## src/rtl/dmsa_pkg.sv

```systemverilog
package dmsa_pkg;
  localparam int unsigned HALF_W = 16;
  localparam int unsigned WORD_W = 2 * HALF_W;
  localparam int unsigned LANES  = 2;

  typedef struct packed {
    logic [WORD_W-1:0] hi;
    logic [WORD_W-1:0] lo;
  } dword_t;
endpackage

```

## src/rtl/dmsa_hmul.sv

```systemverilog
module dmsa_hmul #(
  parameter int unsigned HW = 16
) (
  input  logic signed [HW-1:0]   mul_x,
  input  logic signed [HW-1:0]   mul_y,
  output logic signed [2*HW-1:0] mul_p
);
  localparam int unsigned PW = 2 * HW;
  logic signed [PW-1:0] x_ext;
  logic signed [PW-1:0] y_ext;

  always_comb begin
    x_ext = {{HW{mul_x[HW-1]}}, mul_x};
    y_ext = {{HW{mul_y[HW-1]}}, mul_y};
    mul_p = x_ext * y_ext;
  end
endmodule

```

## src/rtl/dmsa_lanes.sv

```systemverilog
module dmsa_lanes #(
  parameter int unsigned HW = 16
) (
  input  logic [2*HW-1:0]        src_a,
  input  logic [2*HW-1:0]        src_b,
  input  logic                   swap_b,
  output logic signed [2*HW-1:0] prod_lo,
  output logic signed [2*HW-1:0] prod_hi
);
  localparam int unsigned WW = 2 * HW;
  localparam int unsigned NL = 2;

  logic [WW-1:0]        b_sel;
  logic signed [WW-1:0] prods [NL];

  always_comb begin
    if (swap_b) b_sel = {src_b[HW-1:0], src_b[WW-1:HW]};
    else        b_sel = src_b;
  end

  for (genvar g = 0; g < NL; g++) begin : g_lane
    dmsa_hmul #(.HW(HW)) u_mul (
      .mul_x (src_a[g*HW +: HW]),
      .mul_y (b_sel[g*HW +: HW]),
      .mul_p (prods[g])
    );
  end

  assign prod_lo = prods[0];
  assign prod_hi = prods[1];
endmodule

```

## src/rtl/dmsa_accum.sv

```systemverilog
module dmsa_accum #(
  parameter int unsigned WW = 32
) (
  input  logic                 long_mode,
  input  logic signed [WW-1:0] prod_lo,
  input  logic signed [WW-1:0] prod_hi,
  input  logic [WW-1:0]        add_hi,
  input  logic [WW-1:0]        add_lo,
  output logic [WW-1:0]        sum_hi,
  output logic [WW-1:0]        sum_lo,
  output logic                 sum_ovf
);
  localparam int unsigned DW = WW + 1;
  localparam int unsigned LW = 2 * WW;

  logic [DW-1:0] diff_wide;
  logic [WW-1:0] diff;
  logic [WW-1:0] short_sum;
  logic [LW-1:0] long_sum;
  logic          short_ovf;

  always_comb begin
    diff_wide = {prod_lo[WW-1], prod_lo} - {prod_hi[WW-1], prod_hi};
    diff      = diff_wide[WW-1:0];
    short_sum = diff + add_lo;
    short_ovf = (diff[WW-1] == add_lo[WW-1]) && (short_sum[WW-1] != diff[WW-1]);
    long_sum  = {{WW{diff[WW-1]}}, diff} + {add_hi, add_lo};
    if (long_mode) begin
      sum_hi  = long_sum[LW-1:WW];
      sum_lo  = long_sum[WW-1:0];
      sum_ovf = 1'b0;
    end else begin
      sum_hi  = '0;
      sum_lo  = short_sum;
      sum_ovf = short_ovf;
    end
  end

  always_comb begin
    AST_DIFF_FITS: assert (diff_wide[DW-1] == diff_wide[WW-1]);
  end
endmodule

```

## src/rtl/dual_msub_acc.sv

```systemverilog
module dual_msub_acc
  import dmsa_pkg::*;
(
  input  logic              clk,
  input  logic              rst_n,
  input  logic              in_valid,
  input  logic              long_sel,
  input  logic              xchg_b,
  input  logic [WORD_W-1:0] op_a,
  input  logic [WORD_W-1:0] op_b,
  input  logic [WORD_W-1:0] acc_hi,
  input  logic [WORD_W-1:0] acc_lo,
  input  logic              q_clear,
  output logic              res_valid,
  output logic [WORD_W-1:0] res_hi,
  output logic [WORD_W-1:0] res_lo,
  output logic              q_flag
);
  logic signed [WORD_W-1:0] p_lo;
  logic signed [WORD_W-1:0] p_hi;
  logic [WORD_W-1:0]        s_hi;
  logic [WORD_W-1:0]        s_lo;
  logic                     s_ovf;

  dword_t res_q, res_d;
  logic   vld_q, vld_d;
  logic   sat_q, sat_d;
  logic   res_en;

  dmsa_lanes #(.HW(HALF_W)) u_lanes (
    .src_a   (op_a),
    .src_b   (op_b),
    .swap_b  (xchg_b),
    .prod_lo (p_lo),
    .prod_hi (p_hi)
  );

  dmsa_accum #(.WW(WORD_W)) u_accum (
    .long_mode (long_sel),
    .prod_lo   (p_lo),
    .prod_hi   (p_hi),
    .add_hi    (acc_hi),
    .add_lo    (acc_lo),
    .sum_hi    (s_hi),
    .sum_lo    (s_lo),
    .sum_ovf   (s_ovf)
  );

  always_comb begin
    res_en   = in_valid;
    vld_d    = in_valid;
    res_d.hi = s_hi;
    res_d.lo = s_lo;
    sat_d    = (sat_q & ~q_clear) | (in_valid & s_ovf);
  end

  always_ff @(posedge clk or negedge rst_n) begin
    if (!rst_n) begin
      vld_q <= 1'b0;
      sat_q <= 1'b0;
      res_q <= '0;
    end else begin
      vld_q <= vld_d;
      sat_q <= sat_d;
      if (res_en) res_q <= res_d;
    end
  end

  assign res_valid = vld_q;
  assign res_hi    = res_q.hi;
  assign res_lo    = res_q.lo;
  assign q_flag    = sat_q;

  AST_Q_STICKY: assert property (@(posedge clk) disable iff (!rst_n)
    (q_flag && !q_clear) |=> q_flag);
  AST_LONG_NO_Q: assert property (@(posedge clk) disable iff (!rst_n)
    (in_valid && long_sel && q_clear) |=> !q_flag);
  AST_VALID_RISE: assert property (@(posedge clk) disable iff (!rst_n)
    in_valid |=> res_valid);
  AST_VALID_FALL: assert property (@(posedge clk) disable iff (!rst_n)
    !in_valid |=> !res_valid);
  AST_HOLD_RES: assert property (@(posedge clk) disable iff (!rst_n)
    !in_valid |=> ($stable(res_lo) && $stable(res_hi)));
  AST_SHORT_HI_ZERO: assert property (@(posedge clk) disable iff (!rst_n)
    (in_valid && !long_sel) |=> (res_hi == '0));
endmodule

```

## config.mk

```make
export PLATFORM = sky130hd
export DESIGN_NAME = dual_msub_acc
export DESIGN_NICKNAME = d
export VERILOG_FILES = /design/src/rtl/dmsa_pkg.sv /design/src/rtl/dmsa_hmul.sv /design/src/rtl/dmsa_lanes.sv /design/src/rtl/dmsa_accum.sv /design/src/rtl/dual_msub_acc.sv
export SDC_FILE = /design/constraint.sdc
export NUM_CORES = 2
export LEC_CHECK = 0
export BUFFER_PORTS_ARGS = -buffer_cell sky130_fd_sc_hd__buf_4
export CORE_ASPECT_RATIO = 0.7
export CORE_MARGIN = 8
export CORE_UTILIZATION = 52
export CTS_BUF_LIST = sky130_fd_sc_hd__clkbuf_8
export DETAILED_ROUTE_END_ITERATION = 10
export MAX_ROUTING_LAYER = met4
export PLACE_DENSITY = 0.78
export SYNTH_ARGS = -nofsm -noshare
export SYNTH_HDL_FRONTEND = slang
export SYNTH_SLANG_ARGS = --single-unit
export TNS_END_PERCENT = 5
```

## constraint.sdc

```tcl
create_clock -name clk -period 1.3 [get_ports clk]
set_input_delay 0.26 -clock clk [delete_from_list [all_inputs] [get_ports clk]]
set_output_delay 0.26 -clock clk [all_outputs]
set_load 0.05 [all_outputs]
```

==> results.txt <==
status: complete, but fails checks
failing checks: setup timing
most crowded layer after global routing: met2
drt first pass iters: 5
Max Slew Vio Count: 0
Fill cells: 3,811
Place WS: -9.179 ns
most frequent cells in the layout: inv_1 (681), buf_4 (663), fa_1 (569), nand2_1 (259), ha_1 (199)
die height: 205.0 um
transition time of the tightest slew-check pin: 0.6324 ns
startpoint types: primary input
CTS tree: yes
HP Class: primary input to flip-flop
root buffer cell: clkbuf_8
met2 Use GR: 45.87%
Total Die Area: 0.05861 mm2
Total Routed Length: 77,050 um
total core area: 0.05059 mm2
Clock Skew: 0 ns
final-report setup violation count: 65
met1 Track Usage GR: 35.13%
clk_lat worst skew: 0.36 ns
TritonCTS Sinks: 66
largest net degree at the start of global routing: 35
asr flop ratio synth: 100.0%
max incr delay on CP: 0.55 ns
total track usage: 27.54%
wire per inst: 18.46 um
CP max stage cell: fa_1
Detail Placement HPWL: 64,600 um
CTS Buffer Depth: 2
Die Width: 285.9 um
Critical Path Start: xchg_b
CP most frequent cell: fa_1
share of cells above drive strength 1: 27.36%
crit path max fanout: 13
post-layout util: 67.01%
post-synthesis sequential area ratio: 6.227%
fin crit share: 745.1%
initial core utilization: 52.43%
reg-to-reg slack, setup: 0.16 ns
fmax: 0.1032 GHz
Syn. warnings: 0
Max-Cap Viols: 0
GRT overflow: 0
post-route ant nets: 0
Post-Syn Area: 0.02652 mm2
Port Buf Inserts: 199
final hold slack: 0.1523 ns
area grow syn2layout: 27.81%
initial antenna violation count: 5
kind of end point of the critical path: flip-flop
Final Hold Vio Count: 0
flops & latches, synth: 66
commonest non-fill, non-tap cell in the layout: inv_1
FF-to-FF Start: res_hi[30]$_DFFE_PN0P_
Syn Nets: 3,801
Post-Synthesis Cells: 2,864
fin nets: 4,426
I/O Pins: 200
CTS Buf Count: 9
Most used DFF post-synth: dfrtp_1
Reg clk slew, reported paths: 0.08 ns
RSZ-0062 raised after global routing: true
fin crit period: 9.687 ns
average vias per placed instance: 5.261
setup tns final: -460.60 ns
Rel. slew slack: 57.56%
worst hold start: q_clear
vias in the first global route: 24.59k
vias: 21.96k
grt met3 use: 3.047%
first-pass GRT wire length: 126,100 um
synth unique cells: 73
row count: 69
DRT iter0 DRCs: 1,675
gpl congestion: 0.9725
# DRC: 0
# H-tree levels: 3
WS Path Type: primary input to flip-flop
Avg Cell Area, Syn: 9.261 um2
Worst Path Arrival: 9.99 ns
fin worst setup slack: -8.387 ns
EDFF count, synth: 0
required time of the critical path: 1.60 ns
-- critical path, delay by kind of cell --
family | cells | cell delay, ns
XOR/XNOR | 1 | 0.29
AND/OR/NAND/NOR | 5 | 0.53
buffers and inverters | 12 | 1.40
AO/OA/AOI/OAI | 14 | 2.76
multiplexers | 1 | 0.19
adder cells (fa/ha/maj) | 10 | 4.51
-- Yosys cell counts (9+ instances only) --
master | number | area [um2]
a21oi_1 | 85 | 425.4
clkbuf_1 | 82 | 307.8
fa_1 | 578 | 11570
nand4_1 | 18 | 112.6
mux2_2 | 52 | 585.6
a31oi_1 | 9 | 56.30
nand2_1 | 268 | 1006
o21ai_0 | 39 | 195.2
inv_1 | 689 | 2586
and2_1 | 157 | 982.2
nor2b_1 | 123 | 769.5
a21o_1 | 40 | 300.3
mux2i_1 | 11 | 110.1
dfrtp_1 | 66 | 1652
nand3_1 | 19 | 95.09
nand2b_1 | 21 | 131.4
xnor2_1 | 76 | 665.6
o21bai_1 | 11 | 82.58
ha_1 | 225 | 2815
o21a_1 | 12 | 90.09
a22o_1 | 29 | 254.0
o21ai_1 | 17 | 85.08
or2_2 | 15 | 93.84
xor2_1 | 37 | 324.1
nor3_1 | 14 | 70.07
nor2_1 | 71 | 266.5
-- final cells by class --
| type | count | area (um2) | area share [%] |
|---|---|---|---|
| Timing Repair Buffer | 702 | 5610 | 16.55 |
| Inverter | 690 | 2594 | 7.651 |
| Sequential cell | 66 | 1652 | 4.872 |
| Clock buffer | 9 | 123.9 | 0.3654 |
| Antenna cell | 5 | 12.51 | 0.03691 |
| Clock inverter | 7 | 62.56 | 0.1845 |
| Tap cell | 674 | 843.3 | 2.488 |
| Multi-Input combinational cell | 2020 | 23000 | 67.85 |
-- metrics by stage --
stage | std cells | cell area [um2]
after floorplan | 2864 | 26760
after global placement | 4114 | 32360
after detailed placement | 4114 | 32360
after CTS | 4153 | 33400
after global routing | 4173 | 33900
final | 4173 | 33900
-- per-layer routing --
metal  wire [um]  vias to the layer above
met4        2979                        0
met5           0                        -
met1       31310                    11030
li1            -                     9955
met3        4670                      187
met2       38090                      781
-- logic make-up after synthesis --
| group | Yosys count | share of synthesized area (%) |
|---|---|---|
| AND/OR/NAND/NOR | 725 | 13.77 |
| flip-flops | 66 | 6.227 |
| multiplexers | 63 | 2.623 |
| buffers and inverters | 784 | 11.18 |
| AO/OA/AOI/OAI | 309 | 8.175 |
| adder cells (fa/ha/maj) | 803 | 54.24 |
| XOR/XNOR | 114 | 3.793 |
-- worst paths after layout --
check	end	cells past startpoint
min in group asynchronous	res_hi[26]$_DFFE_PN0P_	2
setup / recovery	res_hi[30]$_DFFE_PN0P_	43
hold / removal	q_flag$_DFF_PN0_	3
hold reg to reg	res_hi[22]$_DFFE_PN0P_	1
setup reg to reg	res_hi[30]$_DFFE_PN0P_	4
max in group asynchronous	res_hi[6]$_DFFE_PN0P_	3
-- flip-flops by register name, summed over array words and instances (netlist names) --
name       count
q_flag         1
res_lo        32
res_valid      1
res_hi        32
-- timing repair --
| item | in CTS | in global routing |
|---|---|---|
| cloned | 5 | 2 |
| setup buffers | 17 | 14 |
| hold buffers | 1 | 0 |
| endpoints found under the hold margin | 66 | 0 |
| setup endpoints to repair | 65 | 65 |
| pin swaps | 52 | 40 |
| gates resized for setup | 136 | 73 |
Power is left out: the tool's default activity adds up to more than one toggle a clock period on the data nets, which glitch-free logic cannot reach.
